--- src/rtl/sinc_pkg.sv ---
package sinc_pkg;
  // highest filter order supported and the alternative lower order
  localparam int ORD_MAX = 4;
  localparam int ORD_LO  = 3;

  // counts completed output periods up to ORD_MAX (+1 headroom)
  typedef logic [2:0] ord_cnt_t;

  // ceil(log2(v)) for v >= 1, 0 for v <= 1
  function automatic int ceil_log2(input logic [31:0] v);
    int r;
    r = 0;
    for (int i = 0; i < 32; i++) begin
      if ((32'd1 << i) < v) r = i + 1;
    end
    return r;
  endfunction
endpackage

--- src/rtl/sinc_integ.sv ---
module sinc_integ #(
  parameter int ACC_W = 81,
  parameter int NST   = 4
) (
  input  logic             clk,
  input  logic             rst_n,
  input  logic             clr,
  input  logic             en,
  input  logic             bit_i,
  input  logic             sel3,
  output logic [ACC_W-1:0] tap_o
);
  logic [ACC_W-1:0] x_val;

  // +1 for a one, -1 (all ones) for a zero
  assign x_val = bit_i ? ACC_W'(1) : '1;

  for (genvar k = 0; k < NST; k++) begin : g_st
    logic [ACC_W-1:0] src;
    logic [ACC_W-1:0] acc_q;
    logic [ACC_W-1:0] acc_n;

    if (k == 0) begin : g_head
      assign src = x_val;
    end else begin : g_link
      assign src = g_st[k-1].acc_q;
    end

    always_comb begin
      acc_n = acc_q;
      if (clr)     acc_n = '0;
      else if (en) acc_n = acc_q + src;
    end

    always_ff @(posedge clk or negedge rst_n) begin
      if (!rst_n) acc_q <= '0;
      else        acc_q <= acc_n;
    end
  end

  assign tap_o = sel3 ? g_st[NST-2].acc_q : g_st[NST-1].acc_q;
endmodule

--- src/rtl/sinc_comb.sv ---
module sinc_comb #(
  parameter int ACC_W = 81,
  parameter int NST   = 4
) (
  input  logic             clk,
  input  logic             rst_n,
  input  logic             clr,
  input  logic             en,
  input  logic             sel3,
  input  logic [ACC_W-1:0] src_i,
  output logic [ACC_W-1:0] y_o
);
  for (genvar k = 0; k < NST; k++) begin : g_cs
    logic [ACC_W-1:0] in_v;
    logic [ACC_W-1:0] dly_q;
    logic [ACC_W-1:0] dly_n;
    logic [ACC_W-1:0] dif;

    if (k == 0) begin : g_head
      assign in_v = src_i;
    end else begin : g_link
      assign in_v = g_cs[k-1].dif;
    end

    assign dif = in_v - dly_q;

    always_comb begin
      dly_n = dly_q;
      if (clr)     dly_n = '0;
      else if (en) dly_n = in_v;
    end

    always_ff @(posedge clk or negedge rst_n) begin
      if (!rst_n) dly_q <= '0;
      else        dly_q <= dly_n;
    end
  end

  assign y_o = sel3 ? g_cs[NST-2].dif : g_cs[NST-1].dif;
endmodule

--- src/rtl/sinc_seq.sv ---
module sinc_seq #(
  parameter int FS_W     = 10,
  parameter int BASE_LOG = 10
) (
  input  logic            clk,
  input  logic            rst_n,
  input  logic            stb_i,
  input  logic [FS_W-1:0] rate_i,
  input  logic            sel3_i,
  input  logic            zl_i,
  input  logic            chg_i,
  output logic            clr_o,
  output logic            smp_en_o,
  output logic            comb_en_o,
  output logic            emit_o
);
  import sinc_pkg::*;
  localparam int CNT_W = FS_W + BASE_LOG;

  logic [CNT_W-1:0] dec_q, dec_n, dec_top;
  logic             tick_q, tick_n;
  ord_cnt_t         settle_q, settle_n, settle_inc, ord;
  logic [FS_W-1:0]  rate_q;
  logic             sel3_q;
  logic             restart, accept, done;

  always_comb begin
    restart    = chg_i | (rate_i != rate_q) | (sel3_i != sel3_q) | (rate_i == '0);
    dec_top    = {rate_i, {BASE_LOG{1'b0}}} - CNT_W'(1);
    ord        = sel3_i ? ord_cnt_t'(ORD_LO) : ord_cnt_t'(ORD_MAX);
    accept     = stb_i & ~restart;
    settle_inc = settle_q + ord_cnt_t'(1);
    done       = tick_q & ~restart & (settle_inc >= ord);

    dec_n    = dec_q;
    tick_n   = 1'b0;
    settle_n = settle_q;
    if (restart) begin
      dec_n    = '0;
      settle_n = '0;
    end else begin
      if (accept) begin
        if (dec_q == dec_top) begin
          dec_n  = '0;
          tick_n = 1'b1;
        end else begin
          dec_n = dec_q + CNT_W'(1);
        end
      end
      if (tick_q) settle_n = done ? (zl_i ? ord_cnt_t'(0) : ord) : settle_inc;
    end
  end

  always_ff @(posedge clk or negedge rst_n) begin
    if (!rst_n) begin
      dec_q    <= '0;
      tick_q   <= 1'b0;
      settle_q <= '0;
      rate_q   <= '0;
      sel3_q   <= 1'b1;
    end else begin
      dec_q    <= dec_n;
      tick_q   <= tick_n;
      settle_q <= settle_n;
      rate_q   <= rate_i;
      sel3_q   <= sel3_i;
    end
  end

  assign clr_o     = restart;
  assign smp_en_o  = accept;
  assign comb_en_o = tick_q & ~restart;
  assign emit_o    = done;

  // a result is only released right after the sample counter wrapped
  a_r2_emit_on_boundary: assert property (@(posedge clk) disable iff (!rst_n)
    emit_o |-> (dec_q == '0));
endmodule

--- src/rtl/sinc_decim.sv ---
module sinc_decim #(
  parameter int FS_W     = 10,
  parameter int BASE_LOG = 10,
  parameter int OUT_W    = 24
) (
  input  logic                    clk,
  input  logic                    rst_n,
  input  logic                    bs_bit,
  input  logic                    bs_stb,
  input  logic [FS_W-1:0]         rate_code,
  input  logic                    sel_sinc3,
  input  logic                    zero_lat,
  input  logic                    chan_chg,
  output logic signed [OUT_W-1:0] res_data,
  output logic                    res_valid
);
  import sinc_pkg::*;
  localparam int ACC_W = ORD_MAX * (BASE_LOG + FS_W) + 1;
  localparam int HEAD  = OUT_W - 2;

  logic [1:0]       rsync;
  logic             rst_core_n;
  logic             clr, smp_en, comb_en, emit;
  logic [ACC_W-1:0] integ_tap, comb_y;
  int               sh, prod;
  logic [OUT_W-1:0] data_q, data_n;
  logic             valid_q, valid_n;

  // asynchronous assertion, synchronous release
  always_ff @(posedge clk or negedge rst_n) begin
    if (!rst_n) rsync <= '0;
    else        rsync <= {rsync[0], 1'b1};
  end
  assign rst_core_n = rsync[1];

  sinc_seq #(.FS_W(FS_W), .BASE_LOG(BASE_LOG)) u_seq (
    .clk(clk), .rst_n(rst_core_n), .stb_i(bs_stb), .rate_i(rate_code),
    .sel3_i(sel_sinc3), .zl_i(zero_lat), .chg_i(chan_chg),
    .clr_o(clr), .smp_en_o(smp_en), .comb_en_o(comb_en), .emit_o(emit));

  sinc_integ #(.ACC_W(ACC_W), .NST(ORD_MAX)) u_integ (
    .clk(clk), .rst_n(rst_core_n), .clr(clr), .en(smp_en),
    .bit_i(bs_bit), .sel3(sel_sinc3), .tap_o(integ_tap));

  sinc_comb #(.ACC_W(ACC_W), .NST(ORD_MAX)) u_comb (
    .clk(clk), .rst_n(rst_core_n), .clr(clr), .en(comb_en),
    .sel3(sel_sinc3), .src_i(integ_tap), .y_o(comb_y));

  // gain is D^N; bring it to +/-2^(OUT_W-2) at power-of-two rate codes
  always_comb begin
    prod    = (sel_sinc3 ? ORD_LO : ORD_MAX) * (BASE_LOG + ceil_log2(32'(rate_code)));
    sh      = (prod > HEAD) ? prod - HEAD : 0;
    valid_n = emit;
    data_n  = data_q;
    if (emit) data_n = OUT_W'($signed(comb_y) >>> sh);
  end

  always_ff @(posedge clk or negedge rst_core_n) begin
    if (!rst_core_n) begin
      data_q  <= '0;
      valid_q <= 1'b0;
    end else begin
      data_q  <= data_n;
      valid_q <= valid_n;
    end
  end

  assign res_data  = data_q;
  assign res_valid = valid_q;

  // single-cycle valid
  a_r6_single_pulse: assert property (@(posedge clk) disable iff (!rst_core_n)
    res_valid |=> !res_valid);
  // a restart request never lets a result out at its edge
  a_r7_chg_blocks_result: assert property (@(posedge clk) disable iff (!rst_core_n)
    chan_chg |=> !res_valid);
  // a zero rate code produces nothing
  a_r1_zero_rate_silent: assert property (@(posedge clk) disable iff (!rst_core_n)
    (rate_code == '0) |=> !res_valid);
  // a rate change restarts like a channel change
  a_r10_rate_change_restarts: assert property (@(posedge clk) disable iff (!rst_core_n)
    (rate_code != $past(rate_code)) |=> !res_valid);
endmodule

--- config.mk ---
export PLATFORM = sky130hd
export DESIGN_NAME = sinc_decim
export DESIGN_NICKNAME = d
export VERILOG_FILES = /design/src/rtl/sinc_pkg.sv /design/src/rtl/sinc_integ.sv /design/src/rtl/sinc_comb.sv /design/src/rtl/sinc_seq.sv /design/src/rtl/sinc_decim.sv
export SDC_FILE = /design/constraint.sdc
export NUM_CORES = 2
export LEC_CHECK = 0
export ABC_AREA = 1
export BUFFER_PORTS_ARGS = -buffer_cell sky130_fd_sc_hd__buf_2
export CORE_MARGIN = 10
export CORE_UTILIZATION = 30
export CTS_CLUSTER_DIAMETER = 50
export DETAILED_ROUTE_END_ITERATION = 16
export PLACE_DENSITY = 0.42
export REMOVE_ABC_BUFFERS = 1
export SETUP_SLACK_MARGIN = 0.02
export SLEW_MARGIN = 30
export SYNTH_ARGS = -nofsm -noshare
export SYNTH_HDL_FRONTEND = slang
export SYNTH_SLANG_ARGS = --single-unit
--- constraint.sdc ---
create_clock -name clk -period 19.2 [get_ports clk]
set_input_delay 2.88 -clock clk [delete_from_list [all_inputs] [get_ports clk]]
set_output_delay 2.88 -clock clk [all_outputs]
set_load 0.01 [all_outputs]
==> out/metrics.cfg <==
[critical_path]
slowest_stage=nor4_1
path_common_cell=nand2_1
critPathBufInv=9
critical_path.top_delay_family=simple AND/OR/NAND/NOR gates
arrival_ns=17.63
cp-end-kind=flip-flop
slowest_delay_ns=0.64
rrSetupSlack_ns=4.83
required_ns=19.87
path_max_fanout=104
setup.worst_path.start_class=primary input
worstSetupPathType=primary input to flip-flop

[finish]
area_growth_pct=13.1
final_cell_area_mm2=0.0841
nFillCells=27400
drive_above_1_share=0.0409
fin_nets=12500
final-instance-count-excl-fill=15200
fin_util=0.341

[grt]
grtUsageTotal=0.214
grt_max_degree=168
grt-ovfl-total=0
antenna_found_initial=2
grt_pass1_wl_mm=464
grt_pass1_vias=78300

[synth]
synth_area_leaders=dfrtp_1 24%, nand2_1 12%, ha_1 11%, inv_1 9.3%, a21oi_1 9.3%
ys_top_cells_by_count=2403 x nand2_1, 1843 x inv_1, 1377 x a21oi_1
synth_area_per_cell_um2=6.31
syn_inst=11800
synth_top_cell_area_share=0.238
yosysSeqAreaShare=0.239
yosys.cell_count.top_type=nand2_1
ys_async_sr_fraction=1.00
synth-edff-count=0
ys_seq_elements=710
synth-main-ff-cell=dfrtp_1
ys_types=65
synth_top_area_cell=dfrtp_1
yosysWarnings=0
syn-cell-area_mm2=0.0744

[floorplan]
die-area_mm2=0.268
die_w_um=518
ios=42
start_util=0.302
core.rowCount=182
die_h_um=518
fp.coreArea_mm2=0.246

[clock_network]
cts_resized=0
root_buffer=clkbuf_16
tritoncts=built
clk_pin_slew_ns=0.05
h-tree-depth=4
cts.sinks=710
postCtsHoldBufs=0
cts_buffer_depth=4
postCtsSetupRepairBufs=0
cts_buffers=166
insertion_delay_ns=0.85

[detailed_routing]
drtIter0Drc=5496
wl_mm=301
drc=0
wl_per_cell_um=19.7
routed-via-count=78500
viasPerCell=5.16
dr.pass1.iters=8
antenna_left=0

[sta]
rsz0062_at_grt=no
period_needed_ns=16.95
setup_tns_ns=0
holdWs_ns=0.347
period_share=0.883
fin_worst_skew_ns=0.0910
finalWorstSetupSlack_ns=2.25
max_slew_margin=0.281
finalHoldViolations=0
fmax_ghz=0.0590
worst_pin_slew_ns=1.07
setup_viol=0
drv_slew=0

[pwr]
powerDensity_mw_per_mm2=66.0
p_leak_nw=46.7
total_power_mw=5.55
peakVddDrop_mv=0.107

[placed_design]
dp_cells=14900
dpl.hpwl_mm=242
placed_cell_area_mm2=0.0782
gp_congestion=0.937
preCtsSetupSlack_ns=0.957
io_buffers=41

[hold_path]
min_path_type=flip-flop to flip-flop

[status]
status=complete, no violations

[flow_run]
cap_violations=0

area by class of cell:
cell class              count  area [um2]  area share
clock buffers             201        4550      0.0541
clock inverters            90        1290      0.0154
inverters                1858        7000      0.0832
repair buffers            109         805     0.00956
multi-input cells        8945       48600       0.577
flip-flops and latches    710       17800       0.211
well taps                3312        4140      0.0493
diodes                      3        7.51   0.0000892
state kept, by name, indices dropped and copies added, names as in the netlist, 2 cells and up:
register,count
u_seq.settle_q,3
u_integ.g_st.acc_q,324
res_data,24
u_seq.rate_q,10
u_seq.dec_q,20
u_comb.g_cs.dly_q,324
rsync,2
path summary, 6_finish.rpt:
check / endpoint / cells past startpoint / from
setup / recovery: res_data[13]$_DFFE_PN0P_ / 62 / sel_sinc3
min in group asynchronous: u_seq.dec_q[2]$_DFFE_PN0P_ / 0 / rsync[1]$_DFF_PN0_
hold / removal: rsync[1]$_DFF_PN0_ / 0 / rsync[0]$_DFF_PN0_
max in group asynchronous: u_comb.g_cs[0].dly_q[64]$_DFFE_PN0P_ / 3 / rsync[1]$_DFF_PN0_
hold reg to reg: rsync[1]$_DFF_PN0_ / 0 / rsync[0]$_DFF_PN0_
setup reg to reg: res_data[13]$_DFFE_PN0P_ / 61 / u_integ.g_st[2].acc_q[15]$_DFFE_PN0P_
power breakdown:
part	switching, mW	internal, mW
Combinational	0.750	0.256
Clock	0.996	2.05
Sequential	0.00312	1.50
Total	1.75	3.80
metal layers:
| metal | vias to the layer above | global-route usage | share of wire | wire length (um) |
|---|---|---|---|---|
| met4 | 0 | 0.0867 | 0.046 | 13900 |
| li1 | 39600 | - | - | - |
| met3 | 521 | 0.0250 | 0.036 | 10800 |
| met5 | - | 0 | 0 | 0 |
| met1 | 36700 | 0.269 | 0.44 | 132000 |
| met2 | 1687 | 0.372 | 0.48 | 144000 |
cells in the final DEF (no fill, tap or decap), types with 62 or more instances in the layout:
| cell | instances |
|---|---|
| dfrtp_1 | 708 |
| ha_1 | 657 |
| nand2_1 | 2401 |
| o22ai_1 | 62 |
| nand3_1 | 886 |
| nor3_1 | 93 |
| nor2_1 | 1085 |
| xor2_1 | 182 |
| o211ai_1 | 90 |
| o21a_1 | 91 |
| a31oi_1 | 205 |
| a21oi_1 | 1376 |
| o21ai_0 | 1232 |
| clkbuf_16 | 168 |
| xnor2_1 | 107 |
| inv_1 | 1838 |
cell families after synthesis:
family	count (synthesis)	synth area share
AND/OR/NAND/NOR	4638	0.256
AO/OA/AOI/OAI	3346	0.248
buffers and inverters	2137	0.109
flip-flops	710	0.239
adder cells (fa/ha/maj)	668	0.113
XOR/XNOR	289	0.0340
other	2	0.000101
worst register-to-register path: cells and delay by family (launching register included):
family,cells,cell delay [ns]
simple gates,32,6.81
compound gates,17,3.88
fa+ha+maj,4,1.63
buf+inv,6,1.00
xor+xnor,2,0.47
flops,1,0.44
Note: power is estimated with default switching activity, not from simulation.
